File: src/rtl/mezz_pwr_pkg.sv
package mezz_pwr_pkg;

    typedef enum logic [2:0] {
        S_IDLE        = 3'd0,
        S_WAIT_HOST   = 3'd1,
        S_PERMIT      = 3'd2,
        S_WAIT_SUPPLY = 3'd3,
        S_WAIT_CONFIG = 3'd4,
        S_RUN         = 3'd5,
        S_REPOWER_OFF = 3'd6,
        S_FAULT       = 3'd7
    } seq_state_e;

    typedef struct packed {
        seq_state_e state;
    } seq_reg_t;

    localparam int unsigned NUM_ASYNC = 8;

endpackage

File: src/rtl/mps_sync.sv
module mps_sync #(
    parameter int unsigned W       = 1,
    parameter int unsigned STAGES  = 2,
    parameter logic [W-1:0] RST_VAL = '0
) (
    input  logic         clk,
    input  logic         rst_n,
    input  logic [W-1:0] d,
    output logic [W-1:0] q
);

    logic [STAGES-1:0][W-1:0] stg_q;

    always_ff @(posedge clk or negedge rst_n) begin
        if (!rst_n) begin
            for (int i = 0; i < int'(STAGES); i++) stg_q[i] <= RST_VAL;
        end else begin
            stg_q[0] <= d;
            for (int i = 1; i < int'(STAGES); i++) stg_q[i] <= stg_q[i-1];
        end
    end

    assign q = stg_q[STAGES-1];

endmodule

File: src/rtl/mps_timer.sv
module mps_timer #(
    parameter int unsigned W = 8
) (
    input  logic         clk,
    input  logic         rst_n,
    input  logic         load,
    input  logic [W-1:0] load_val,
    output logic         expired
);

    logic [W-1:0] cnt_d, cnt_q;

    always_comb begin
        cnt_d = cnt_q;
        if (load)             cnt_d = load_val;
        else if (cnt_q != '0) cnt_d = cnt_q - 1'b1;
    end

    always_ff @(posedge clk or negedge rst_n) begin
        if (!rst_n) cnt_q <= '0;
        else        cnt_q <= cnt_d;
    end

    assign expired = (cnt_q == '0);

endmodule

File: src/rtl/mezz_pwr_seq.sv
module mezz_pwr_seq
    import mezz_pwr_pkg::*;
#(
    parameter int unsigned TIMEOUT_CYC = 1_000_000,
    parameter int unsigned OFF_CYC     = 100_000,
    parameter int unsigned SYNC_STAGES = 2
) (
    input  logic clk,
    input  logic rst_n,
    input  logic card_present_n,
    input  logic host_cfg_done,
    input  logic host_clk_locked,
    input  logic shelf_en,
    input  logic bulk_ok,
    input  logic repower_req,
    input  logic mz_supply_good,
    input  logic mz_config_ready,
    output logic mz_permit,
    output logic mz_inputs_valid,
    output logic sys_ready,
    output logic spare_oe,
    output logic jtag_bypass,
    output logic supply_fault
);

    localparam int unsigned TMR_MAX = (TIMEOUT_CYC > OFF_CYC) ? TIMEOUT_CYC : OFF_CYC;
    localparam int unsigned TW      = $clog2(TMR_MAX + 1);
    localparam logic [TW-1:0] TMO_VAL = TW'(TIMEOUT_CYC);
    localparam logic [TW-1:0] OFF_VAL = TW'(OFF_CYC);
    // bit 7 is the card-present line, which idles high (absent)
    localparam logic [NUM_ASYNC-1:0] SYNC_RST = 8'b1000_0000;

    // synchronized copies of the asynchronous inputs
    logic card_n_s, cfg_s, lock_s, shelf_s, bulk_s, rep_s, sg_s, cr_s;

    mps_sync #(
        .W      (NUM_ASYNC),
        .STAGES (SYNC_STAGES),
        .RST_VAL(SYNC_RST)
    ) u_sync (
        .clk  (clk),
        .rst_n(rst_n),
        .d    ({card_present_n, host_cfg_done, host_clk_locked, shelf_en,
                bulk_ok, repower_req, mz_supply_good, mz_config_ready}),
        .q    ({card_n_s, cfg_s, lock_s, shelf_s,
                bulk_s, rep_s, sg_s, cr_s})
    );

    logic          tmr_load;
    logic [TW-1:0] tmr_val;
    logic          tmr_exp;

    mps_timer #(.W(TW)) u_tmr (
        .clk     (clk),
        .rst_n   (rst_n),
        .load    (tmr_load),
        .load_val(tmr_val),
        .expired (tmr_exp)
    );

    seq_reg_t seq_d, seq_q;
    logic     drop, held;

    always_comb begin
        seq_d    = seq_q;
        tmr_load = 1'b0;
        tmr_val  = '0;
        drop     = card_n_s | ~shelf_s | ~bulk_s;
        held     = (seq_q.state == S_PERMIT)      || (seq_q.state == S_WAIT_SUPPLY) ||
                   (seq_q.state == S_WAIT_CONFIG) || (seq_q.state == S_RUN) ||
                   (seq_q.state == S_FAULT);

        if (held && drop) begin
            seq_d.state = S_IDLE;
        end else if (held && rep_s) begin
            seq_d.state = S_REPOWER_OFF;
            tmr_load    = 1'b1;
            tmr_val     = OFF_VAL;
        end else begin
            unique case (seq_q.state)
                S_IDLE: begin
                    if (!drop) seq_d.state = S_WAIT_HOST;
                end
                S_WAIT_HOST: begin
                    if (drop)                 seq_d.state = S_IDLE;
                    else if (cfg_s && lock_s) seq_d.state = S_PERMIT;
                end
                S_PERMIT: begin
                    tmr_load    = 1'b1;
                    tmr_val     = TMO_VAL;
                    seq_d.state = S_WAIT_SUPPLY;
                end
                S_WAIT_SUPPLY: begin
                    if (sg_s)         seq_d.state = S_WAIT_CONFIG;
                    else if (tmr_exp) seq_d.state = S_FAULT;
                end
                S_WAIT_CONFIG: begin
                    if (sg_s && cr_s) seq_d.state = S_RUN;
                end
                S_RUN: begin
                    if (!sg_s || !cr_s) seq_d.state = S_WAIT_CONFIG;
                end
                S_REPOWER_OFF: begin
                    if (drop)                  seq_d.state = S_IDLE;
                    else if (tmr_exp && !rep_s) seq_d.state = S_WAIT_HOST;
                end
                S_FAULT: begin
                    seq_d.state = S_FAULT;
                end
                default: seq_d.state = S_IDLE;
            endcase
        end
    end

    always_ff @(posedge clk or negedge rst_n) begin
        if (!rst_n) seq_q <= '{state: S_IDLE};
        else        seq_q <= seq_d;
    end

    assign mz_permit       = held;
    assign mz_inputs_valid = sg_s && ((seq_q.state == S_WAIT_CONFIG) || (seq_q.state == S_RUN));
    assign sys_ready       = mz_inputs_valid && cr_s && (seq_q.state == S_RUN);
    assign spare_oe        = mz_inputs_valid;
    assign jtag_bypass     = ~mz_inputs_valid;
    assign supply_fault    = (seq_q.state == S_FAULT);

endmodule

File: config.mk
export PLATFORM = sky130hd
export DESIGN_NAME = mezz_pwr_seq
export DESIGN_NICKNAME = d
export VERILOG_FILES = /design/src/rtl/mezz_pwr_pkg.sv /design/src/rtl/mps_sync.sv /design/src/rtl/mps_timer.sv /design/src/rtl/mezz_pwr_seq.sv
export SDC_FILE = /design/constraint.sdc
export NUM_CORES = 1
export LEC_CHECK = 0
export BUFFER_PORTS_ARGS = -buffer_cell sky130_fd_sc_hd__buf_4
export CELL_PAD_IN_SITES_DETAIL_PLACEMENT = 0
export CELL_PAD_IN_SITES_GLOBAL_PLACEMENT = 1
export CORE_UTILIZATION = 50
export CTS_CLUSTER_DIAMETER = 120
export DETAILED_ROUTE_END_ITERATION = 6
export PLACE_DENSITY_LB_ADDON = 0.1
export REMOVE_ABC_BUFFERS = 1
export SLEW_MARGIN = 20
export SYNTH_ARGS = -nofsm -noshare
export SYNTH_HDL_FRONTEND = slang
export SYNTH_SLANG_ARGS = --single-unit
File: constraint.sdc
create_clock -name clk -period 3.5 [get_ports clk]
set_clock_uncertainty 0.05 [all_clocks]
set_input_delay 0.525 -clock clk [delete_from_list [all_inputs] [get_ports clk]]
set_output_delay 0.525 -clock clk [all_outputs]
set_load 0.03 [all_outputs]
==> run metrics <==
die width around 65 um; Port Buffer Count 15; synthesized instance count 188; post-CTS setup-driven buffer insertion count 0; reg2reg setup slack approximately 1.2 ns; gr ovfl total 0; Setup CP Type reg -> reg; Placer Congestion approximately 0.84; Hold-fix buffers, CTS 0; Post-Syn Area around 2000 sq um; YS warnings 0; Max Clock Freq roughly 430 MHz; Post-synth EDFFs 0; I/O pins 16; main area contributors after synthesis dfrtp_1, xor2_1, nor2_1; CP Data Required Time ~3.7 ns; buffers plus inverters on the worst setup path 1; 1st-iter DRT viols 88; max_slew headroom 0.4930; filler instances 330; Slowest Stage Delay on Critical Path around 0.52 ns; crit-path max FO 10; sequential power share 0.540; clk root buf clkbuf_8; core footprint about 3700 sq um; main flop type after synthesis dfrtp_1; startpoint types register; internal power between 0.8 and 0.9 mW; final net count 216; Setup-failing EPs final 0; Yosys cell types 50; Hold Violations, Final 0; Synth-to-Final Area Change 11.70%; r2r startpoint u_tmr.cnt_q[0]; Max Root-Sink Buffers 2; Final ANT Viol Nets 0; Yosys reg bits 39; number of global-route vias before repair between 1000 and 1500; CTS HTree Levels 2; setup TNS 0 ns; Sequential Area slightly below 1000 sq um; vias roughly 1500; ANT cells 0; fin crit share 0.6708; CTS resizes 0; Die Ht 64.56 um; Max-Cap Viols 0; share of cells above drive strength 1 0.1951; area occupied by multi-input gates 918.4 sq um; Synth Area per Inst roughly 10 sq um; Leak Pwr between 0.9 and 1 nW; worst-path cell chain inv_1 -> ha_1 -> nor4b_2 -> nand2_1 -> or2_0 -> or2b_2 -> o21ai_0; top cell type's share of synthesized area 0.4731; Slew @ Worst Pin around 0.75 ns; CP max-delay cell or2_0; post-synth top area cell dfrtp_1; Slew Viols, Final 0; status finished clean; register area share after synthesis 0.5000; peak supply drop approximately 0.00044 V; initial antenna violation count 0; Worst EP arrival ~2.5 ns; crit-path leading delay family simple AND/OR/NAND/NOR gates; global-route wire length before repair between 6000 and 7000 um; largest net degree at the start of global routing 40; via/cell ratio between 5 and 6; FP Rows 22; Async SR Flop Fraction 1.000; HP Class in -> async; reg-to-reg endpoint u_tmr.cnt_q[14]; Die Area around 4200 sq um; Switching Share 0.3724; RSZ-0062 raised after global routing no; P_sw a little over 0.5 mW; Register-to-Register Path Depth 7; Clock Pin Slew Worst Setup and Hold Paths approximately 0.080 ns; wirelength, routed 3870 um; Clock Latency Late Sink roughly 0.30 ns; Logic pwr share 0.234; Tmin final between 2 and 2.5 ns; Pwr per Cell Area between 600 and 700 nW/um^2; Residual DRC 0; clock sink count 39; PnR Total Power about 1.4 mW; DR pass1 iterations 5; CTS tree done; Starting Density 0.5266; GR Util All Layers 0.2062; clock network power share 0.226; total CTS buffers 5; Crit. End Element register; WL/cell ~15 um; dpl hpwl around 2800 um
-- through the flow --
stage / hold slack (ns) / setup slack [ns] / instances / util / instance area (sq um)
after floorplan: 0.1794 / 1.162 / 181 / - / 1912
after global placement: 0.2861 / 1.292 / 245 / 0.5630 / 2092
after detailed placement: 0.2856 / 1.173 / 245 / 0.5630 / 2092
after CTS: 0.1493 / 1.145 / 253 / 0.5882 / 2186
after global routing: 0.1698 / 0.9745 / 253 / 0.5882 / 2186
final: 0.1361 / 1.152 / 253 / 0.5882 / 2186
-- synth_stat cells (2+ instances only) --
master	count
o211ai_1	3
nor4_1	4
xnor2_1	4
nand4_1	2
xor2_1	12
a31o_2	2
nor2_1	22
buf_6	2
o21ai_0	10
a31oi_1	2
nor2b_1	3
dfstp_2	2
o31ai_1	2
nor4_4	2
inv_1	4
a211oi_1	3
nand2_1	11
dfrtp_1	37
clkbuf_1	4
a21oi_1	10
nor3_1	8
ha_1	2
nand3_1	4
and3_1	3
nand2b_1	3
nand3b_1	3
-- registers in the layout, summed over array words and instances (netlist names) --
name          flops
u_sync.q          8
u_tmr.cnt_q      20
u_sync.stg_q      8
seq_q             3
-- layout make-up --
cell class / instances / share of cell area
timing repair buffer: 16 / 0.05495
clock buffer: 5 / 0.03148
inverter: 4 / 0.006869
clock inverter: 3 / 0.01145
tap: 48 / 0.02748
multi-input combinational: 138 / 0.4201
sequential: 39 / 0.4476
-- logic make-up (layout without fill, tap and decap cells) --
group / after synthesis / in the layout / synth area share
xor gates and xnor gates: 16 / 16 / 0.07161
muxes: 1 / 1 / 0.005115
DFF: 39 / 39 / 0.5000
and+or+nand+nor: 80 / 80 / 0.2532
buffers and inverters: 11 / 28 / 0.03069
adders and majority gates: 2 / 2 / 0.01279
AOI/OAI and AO/OA: 39 / 39 / 0.1266
-- worst reg2reg max path, stage by stage (launching register included) --
cell	delay, ns
dfrtp_1	0.45
inv_1	0.10
ha_1	0.21
nor4b_2	0.18
nand2_1	0.19
or2_0	0.52
or2b_2	0.38
o21ai_0	0.19
-- cells in the final DEF, fill, tap and decap left out, types with 2 or more instances in the layout --
cell,n
a211oi_1,3
nor3_1,8
dfstp_2,2
nor2_1,22
clkbuf_8,5
xor2_1,12
nor4_1,4
nand3b_1,3
nor4_4,2
nor2b_1,3
and3_1,3
buf_4,16
a31o_2,2
o211ai_1,3
nand2b_1,3
inv_1,4
nand3_1,4
o31ai_1,2
nand2_1,11
nand4_1,2
ha_1,2
o21ai_0,10
a31oi_1,2
clkinv_4,2
xnor2_1,4
a21oi_1,10
dfrtp_1,37
-- power groups by stage --
stage | clock [mW] | combinational [mW] | sequential [mW]
3_3_place_gp | 0 | 0.311 | 0.745
6_report | 0.313 | 0.325 | 0.749
5_1_grt | 0.335 | 0.367 | 0.767
3_5_place_dp | 0 | 0.325 | 0.755
2_1_floorplan | 0 | 0.256 | 0.718
4_1_cts | 0.318 | 0.328 | 0.747
-- worst max-delay path by stage --
stage	start	end	slack [ns]	depth (start not counted)
finish	u_tmr.cnt_q[0]	u_tmr.cnt_q[14]	1.15	7
global route	u_tmr.cnt_q[0]	u_tmr.cnt_q[14]	0.97	7
CTS	u_tmr.cnt_q[0]	u_tmr.cnt_q[17]	1.15	7
detailed placement	u_tmr.cnt_q[0]	u_tmr.cnt_q[17]	1.17	7
global placement	u_tmr.cnt_q[0]	u_tmr.cnt_q[14]	1.29	7
floorplan	seq_q[1]	sys_ready	1.16	3
-- per-layer routing --
| metal | GRT usage | up-vias | routed length, um |
|---|---|---|---|
| met1 | 0.2955 | 724 | 1852 |
| met4 | 0.07500 | 0 | 55 |
| met3 | 0.05282 | 7 | 181 |
| met2 | 0.3000 | 35 | 1780 |
| met5 | 0 | - | 0 |
| li1 | - | 696 | - |
Power figures use the tool's default switching activity.
